File: src/rtl/lsc_pkg.sv
package lsc_pkg;

    typedef enum logic {
        SRC_INT_DIV  = 1'b0,
        SRC_EXT_XTAL = 1'b1
    } src_e;

    localparam logic [15:0] UNLOCK_KEY = 16'h16AA;

    localparam logic [7:0] OFF_SRC_SEL = 8'h00;
    localparam logic [7:0] OFF_DIVIDER = 8'h08;
    localparam logic [7:0] OFF_OUTGATE = 8'h60;

endpackage

File: src/rtl/lsc_regs.sv
module lsc_regs
    import lsc_pkg::*;
#(
    parameter int ADDR_W  = 8,
    parameter int DATA_W  = 32,
    parameter int PRESC_W = 5
) (
    input  logic               clk,
    input  logic               rst_n,
    input  logic               wr,
    input  logic [ADDR_W-1:0]  addr,
    input  logic [DATA_W-1:0]  wdata,
    output src_e               src,
    output logic [PRESC_W-1:0] presc,
    output logic               gate,
    output logic               restart,
    output logic [DATA_W-1:0]  rdata
);

    localparam int KEY_MSB = DATA_W - 1;

    src_e               src_nx;
    logic               hit_sel;
    logic               hit_div;
    logic               hit_gate;
    logic               key_ok;
    logic               sel_wr;
    logic [PRESC_W-1:0] presc_nx;

    always_comb begin
        hit_sel  = (addr == ADDR_W'(OFF_SRC_SEL));
        hit_div  = (addr == ADDR_W'(OFF_DIVIDER));
        hit_gate = (addr == ADDR_W'(OFF_OUTGATE));
        key_ok   = (wdata[KEY_MSB -: 16] == UNLOCK_KEY);
        sel_wr   = wr && hit_sel && key_ok;
    end

    // Source state machine: next-state logic
    always_comb begin
        src_nx = src;
        unique case (src)
            SRC_INT_DIV:  if (sel_wr && wdata[0])  src_nx = SRC_EXT_XTAL; // T_SEL_EXT
            SRC_EXT_XTAL: if (sel_wr && !wdata[0]) src_nx = SRC_INT_DIV;  // T_SEL_INT
        endcase
    end

    always_comb begin
        presc_nx = (wr && hit_div) ? wdata[PRESC_W-1:0] : presc;
        restart  = (src_nx != src) || (presc_nx != presc);
    end

    // Source state machine: state register
    always_ff @(posedge clk or negedge rst_n) begin
        if (!rst_n) begin
            src   <= SRC_INT_DIV;
            presc <= '0;
            gate  <= 1'b0;
        end else begin
            src   <= src_nx;
            presc <= presc_nx;
            if (wr && hit_gate) gate <= wdata[0];
        end
    end

    // Read-back path
    always_comb begin
        rdata = '0;
        if (hit_sel)       rdata[0]         = (src == SRC_EXT_XTAL);
        else if (hit_div)  rdata[PRESC_W-1:0] = presc;
        else if (hit_gate) rdata[0]         = gate;
    end

    a_r2_keyed_load: assert property (@(posedge clk) disable iff (!rst_n)
        (wr && hit_sel && key_ok) |=> (src == src_e'($past(wdata[0]))));

    a_r3_badkey_hold: assert property (@(posedge clk) disable iff (!rst_n)
        (wr && hit_sel && !key_ok) |=> $stable(src));

    a_r9_div_load: assert property (@(posedge clk) disable iff (!rst_n)
        (wr && hit_div) |=> (presc == $past(wdata[PRESC_W-1:0])));

endmodule

File: src/rtl/lsc_div.sv
module lsc_div
    import lsc_pkg::*;
#(
    parameter int PRESC_W = 5
) (
    input  logic               clk,
    input  logic               rst_n,
    input  src_e               src,
    input  logic [PRESC_W-1:0] presc,
    input  logic               restart,
    input  logic               int_tick,
    input  logic               ext_tick,
    output logic               slow_tick
);

    logic [PRESC_W-1:0] cnt;
    logic               wrap;

    always_comb begin
        wrap = (cnt == presc);
        unique case (src)
            SRC_INT_DIV:  slow_tick = int_tick && wrap;
            SRC_EXT_XTAL: slow_tick = ext_tick;
        endcase
    end

    always_ff @(posedge clk or negedge rst_n) begin
        if (!rst_n) begin
            cnt <= '0;
        end else if (restart) begin
            cnt <= '0;
        end else if (src == SRC_INT_DIV && int_tick) begin
            cnt <= wrap ? '0 : cnt + 1'b1;
        end
    end

    a_r8_restart_zero: assert property (@(posedge clk) disable iff (!rst_n)
        restart |=> (cnt == '0));

    a_r5_cnt_bound: assert property (@(posedge clk) disable iff (!rst_n)
        cnt <= presc);

    a_r5_no_double: assert property (@(posedge clk) disable iff (!rst_n)
        (!restart && src == SRC_INT_DIV && presc != '0 && slow_tick) |=> !slow_tick);

endmodule

File: src/rtl/lsc_outgate.sv
module lsc_outgate (
    input  logic clk,
    input  logic rst_n,
    input  logic en,
    input  logic tick_in,
    output logic tick_out
);

    always_comb tick_out = en && tick_in;

    a_r7_gate_pass: assert property (@(posedge clk) disable iff (!rst_n)
        en |-> (tick_out == tick_in));

endmodule

File: src/rtl/lsc_clk_select.sv
module lsc_clk_select
    import lsc_pkg::*;
#(
    parameter int ADDR_W  = 8,
    parameter int DATA_W  = 32,
    parameter int PRESC_W = 5
) (
    input  logic              clk,
    input  logic              rst_n,
    input  logic              reg_wr,
    input  logic [ADDR_W-1:0] reg_addr,
    input  logic [DATA_W-1:0] reg_wdata,
    output logic [DATA_W-1:0] reg_rdata,
    input  logic              int_osc_tick,
    input  logic              ext_xtal_tick,
    output logic              slow_tick,
    output logic              slow_tick_out
);

    src_e               src;
    logic [PRESC_W-1:0] presc;
    logic               gate;
    logic               restart;

    lsc_regs #(.ADDR_W(ADDR_W), .DATA_W(DATA_W), .PRESC_W(PRESC_W)) u_regs (
        .clk     (clk),
        .rst_n   (rst_n),
        .wr      (reg_wr),
        .addr    (reg_addr),
        .wdata   (reg_wdata),
        .src     (src),
        .presc   (presc),
        .gate    (gate),
        .restart (restart),
        .rdata   (reg_rdata)
    );

    lsc_div #(.PRESC_W(PRESC_W)) u_div (
        .clk       (clk),
        .rst_n     (rst_n),
        .src       (src),
        .presc     (presc),
        .restart   (restart),
        .int_tick  (int_osc_tick),
        .ext_tick  (ext_xtal_tick),
        .slow_tick (slow_tick)
    );

    lsc_outgate u_gate (
        .clk      (clk),
        .rst_n    (rst_n),
        .en       (gate),
        .tick_in  (slow_tick),
        .tick_out (slow_tick_out)
    );

endmodule

File: config.mk
export PLATFORM = sky130hd
export DESIGN_NAME = lsc_clk_select
export DESIGN_NICKNAME = d
export VERILOG_FILES = /design/src/rtl/lsc_pkg.sv /design/src/rtl/lsc_regs.sv /design/src/rtl/lsc_div.sv /design/src/rtl/lsc_outgate.sv /design/src/rtl/lsc_clk_select.sv
export SDC_FILE = /design/constraint.sdc
export NUM_CORES = 1
export LEC_CHECK = 0
export ABC_AREA = 1
export BUFFER_PORTS_ARGS = -buffer_cell sky130_fd_sc_hd__buf_2
export CAP_MARGIN = 20
export CORE_MARGIN = 2
export CORE_UTILIZATION = 43
export CTS_BUF_LIST = sky130_fd_sc_hd__clkbuf_8
export CTS_CLUSTER_DIAMETER = 50
export CTS_CLUSTER_SIZE = 20
export DETAILED_ROUTE_END_ITERATION = 16
export PLACE_DENSITY_LB_ADDON = 0.2
export SLEW_MARGIN = 20
export SYNTH_ARGS = -nofsm -noshare
export SYNTH_HDL_FRONTEND = slang
export SYNTH_SLANG_ARGS = --single-unit
File: constraint.sdc
create_clock -name clk -period 2.3 [get_ports clk]
set_input_delay 0.23 -clock clk [delete_from_list [all_inputs] [get_ports clk]]
set_output_delay 0.23 -clock clk [all_outputs]
set_load 0.03 [all_outputs]
==> results_tabular.tex <==
\begin{tabular}{lr}
\hline
Metric & Value \\
\hline
\multicolumn{2}{l}{\textbf{CTS}} \\
CTS max path bufs & 2 \\
Clock tree from TritonCTS & done \\
Number of H-tree levels & 1 \\
Hold\_buf cts & 1 \\
Quantity of gates resized following cts & 0 \\
Clock slew at the register clock pins of the worst setup and hold paths & 0.05 ns \\
Buffer type at the clock tree root & clkbuf\_8 \\
Cts bufs inserted & 3 \\
Buffers inserted by post-CTS timing repair & 0 \\
\# clock sinks & 12 \\
Latest clock arrival within the worst-skew pair & 0.24 ns \\
\multicolumn{2}{l}{\textbf{Setup path}} \\
WS Path Type & register to output port \\
Critical R2R Launch & u\_div.cnt[0] \\
Startpoint types & register \\
Series of cell instances along the critical path & inv\_1, nand2\_1, nand2\_1, nor2\_1, nand3\_1, inv\_1, nand2\_1, a21boi\_0, buf\_2 \\
Largest incremental delay on the critical path & 0.37 ns \\
Most numerous cell on the critical path & nand2\_1 \\
Crit. Startpoint & u\_regs.presc[3] \\
Reg-to-reg endpoint & u\_div.cnt[4] \\
Critical Path Sink Type & output port \\
Critical-path cell with the highest stage delay & dfrtp\_1 \\
Worst EP required & 2.07 ns \\
Maximum fanout along the worst path & 5 \\
R2R depth & 6 \\
R2R setup slack & 0.96 ns \\
WP data arrival & 1.60 ns \\
\multicolumn{2}{l}{\textbf{Min path}} \\
Min-Delay Path Class & primary input to register \\
Launch instance of the worst min-delay path & reg\_wdata[3] \\
Terminating pin of the worst hold path & u\_regs.presc[3] \\
Hold Crit Depth & 3 \\
\multicolumn{2}{l}{\textbf{Route}} \\
Post-detailed-route count of antenna-violating nets & 0 \\
Routed WL per cell & 9.21 um \\
Number of optimization iterations in the first detailed-route pass & 4 \\
Remaining DRCs & 0 \\
Total detailed-routing wirelength & 2.34 mm \\
Post-detailed-route via-to-cell ratio & 4.38 \\
Via Count & 1113 \\
Violation count after the first detailed-routing iteration & 18 \\
\multicolumn{2}{l}{\textbf{Pwr}} \\
Pwr Density & 442 mW/mm\^{}2 \\
Reported leakage power & 0.827 nW \\
Max rail drop VDD & 0.350 mV \\
\multicolumn{2}{l}{\textbf{STA}} \\
Skew final & 0.00223 ns \\
Achievable frequency & 0.548 GHz \\
Hold slack & 0.235 ns \\
Final Hold Viols & 0 \\
Setup violation total in the final timing report & 0 \\
Fin. max-slew vios & 0 \\
Clock period minus final worst setup slack & 1.83 ns \\
RSZ-0062 raised after global routing & false \\
Final clock period utilization by the worst path & 0.794 \\
Accumulated negative setup slack & 0 ns \\
\multicolumn{2}{l}{\textbf{Layout}} \\
Antenna fix cells & 0 \\
Post-synthesis to final-layout area growth & 14.4\% \\
Number of nets in the layout & 271 \\
Core utilization of the finished layout & 0.503 \\
Share of cells above drive strength 1 & 0.238 \\
Fill cell count & 299 \\
\multicolumn{2}{l}{\textbf{Die}} \\
Starting density of the core & 0.440 \\
Area of the core & 0.00269 sq mm \\
DIE WIDTH & 56.4 um \\
Die Y & 56.4 um \\
Standard-cell row count & 19 \\
Top-level I/O count & 79 \\
Die outline area & 0.00318 sq mm \\
\multicolumn{2}{l}{\textbf{Logic synthesis}} \\
Async S/R FF share, synth & 1.00 \\
Syn. warnings & 0 \\
Area share of the largest cell type after synthesis & 0.254 \\
Unique masters post-synth & 28 \\
Top cells by count, synth & 35 x nand2\_1, 27 x buf\_4, 27 x nor2\_1 \\
Number of instances in the synthesized netlist & 182 \\
Number of enable-type register cells in the synthesized netlist & 0 \\
Cell type with the largest total area after synthesis & dfrtp\_1 \\
Most used flip-flop cell after synthesis & dfrtp\_1 \\
Most numerous cell in the Yosys netlist & nand2\_1 \\
Seq cells post-synth & 12 \\
Avg Synthesized Cell Area & 6.50 sq um \\
Cell area after synthesis & 0.00118 sq mm \\
Proportion of synthesized chip area in sequential cells & 0.254 \\
Top area cells in the synthesized netlist & dfrtp\_1 25\%, buf\_4 17\%, nand2\_1 11\% \\
\multicolumn{2}{l}{\textbf{Global route}} \\
Pin count of the biggest net entering global routing & 14 \\
Number of antenna violations at the first check in global routing & 0 \\
Number of global-route vias before repair & 988 \\
Combined global-route utilization of all metal layers & 0.153 \\
Global-route wire length before repair & 3.87 mm \\
GRT overflow & 0 \\
\multicolumn{2}{l}{\textbf{Placement}} \\
Placer Congestion & 0.798 \\
Port-buffer cells & 40 \\
DPL Wire Length & 1.98 mm \\
\multicolumn{2}{l}{\textbf{Flow run}} \\
Max-capacitance violation count & 0 \\
\multicolumn{2}{l}{\textbf{Outcome}} \\
Result of the run & finished, final reports clean \\
\hline
\end{tabular}
## worst max-delay path: cells and delay by family (launching register included)
family,cells,cell delay (ns)
AO/OA/AOI/OAI,1,0.17
AND/OR/NAND/NOR,5,0.43
buffers and inverters,3,0.38
flip-flops,1,0.37
## sequential cells by signal, indices dropped and copies added, names as in the netlist
register      cells
u_regs.gate       1
u_div.cnt         5
u_regs.presc      5
u_regs.src        1
## metal layers
metal	global-route usage	vias up	routed length, um
li1	-	596	-
met1	0.188	482	1080
met2	0.261	31	1100
met3	0.0300	4	117
met4	0.0612	0	36
met5	0	-	0
## logic make-up (layout without fill, tap and decap cells)
kind of cell    count (synthesis)  count (layout)  share of synthesized area
other cells                     1              27                    0.00317
compound gates                 12              12                     0.0571
flops                          12              12                      0.254
buf+inv                        59              74                      0.279
xor+xnor                        4               4                     0.0296
fa+ha+maj                       1               1                     0.0106
simple gates                   93              93                      0.366
## cell type report
| type | count | area, sq um | area share |
|---|---|---|---|
| multi-input combinational | 137 | 649 | 0.480 |
| sequential | 12 | 300 | 0.222 |
| timing repair buffer | 41 | 210 | 0.155 |
| inverter | 30 | 113 | 0.0833 |
| clock buffer | 3 | 41.3 | 0.0305 |
| tap | 31 | 38.8 | 0.0287 |
## worst max path at each step
stage                                to  slack (ns)
after floorplan           slow_tick_out        0.50
after global placement    slow_tick_out        0.71
after detailed placement  slow_tick_out        0.71
after CTS                 slow_tick_out        0.45
after global routing      slow_tick_out        0.31
final                     slow_tick_out        0.47
## placed cells by master (no fill, tap or decap), drive strengths merged
| master | netlist | layout |
|---|---|---|
| a21oi | 2 | 2 |
| a31oi | 1 | 1 |
| ha | 1 | 1 |
| xor2 | 3 | 3 |
| nand4 | 11 | 11 |
| nor2 | 31 | 31 |
| a221oi | 1 | 1 |
| nor3 | 3 | 3 |
| nand3 | 11 | 11 |
| buf | 28 | 40 |
| clkbuf | 1 | 3 |
| clkinv | 1 | 1 |
| conb | 1 | 27 |
| nand2 | 36 | 36 |
| dfrtp | 12 | 12 |
| o21ai | 7 | 7 |
| a21boi | 1 | 1 |
| dlygate4sd3 | 0 | 1 |
| inv | 29 | 29 |
| or2 | 1 | 1 |
| xnor2 | 1 | 1 |
## where the power goes
group          internal, W  switching [W]
Clock             0.000115      0.0000743
Sequential        0.000227      0.0000153
Combinational    0.0000469       0.000119
## stage by stage
stage | power [W] | std cells | worst slack [ns] | cell area, sq um
detailed placement | 0.000410 | 250 | 0.713 | 1300
CTS | 0.000599 | 254 | 0.454 | 1350
floorplan | 0.000395 | 208 | 0.503 | 1280
global placement | 0.000407 | 250 | 0.710 | 1300
finish | 0.000598 | 254 | 0.474 | 1350
global route | 0.000631 | 254 | 0.306 | 1350
Note: power is estimated with default switching activity, not from simulation.
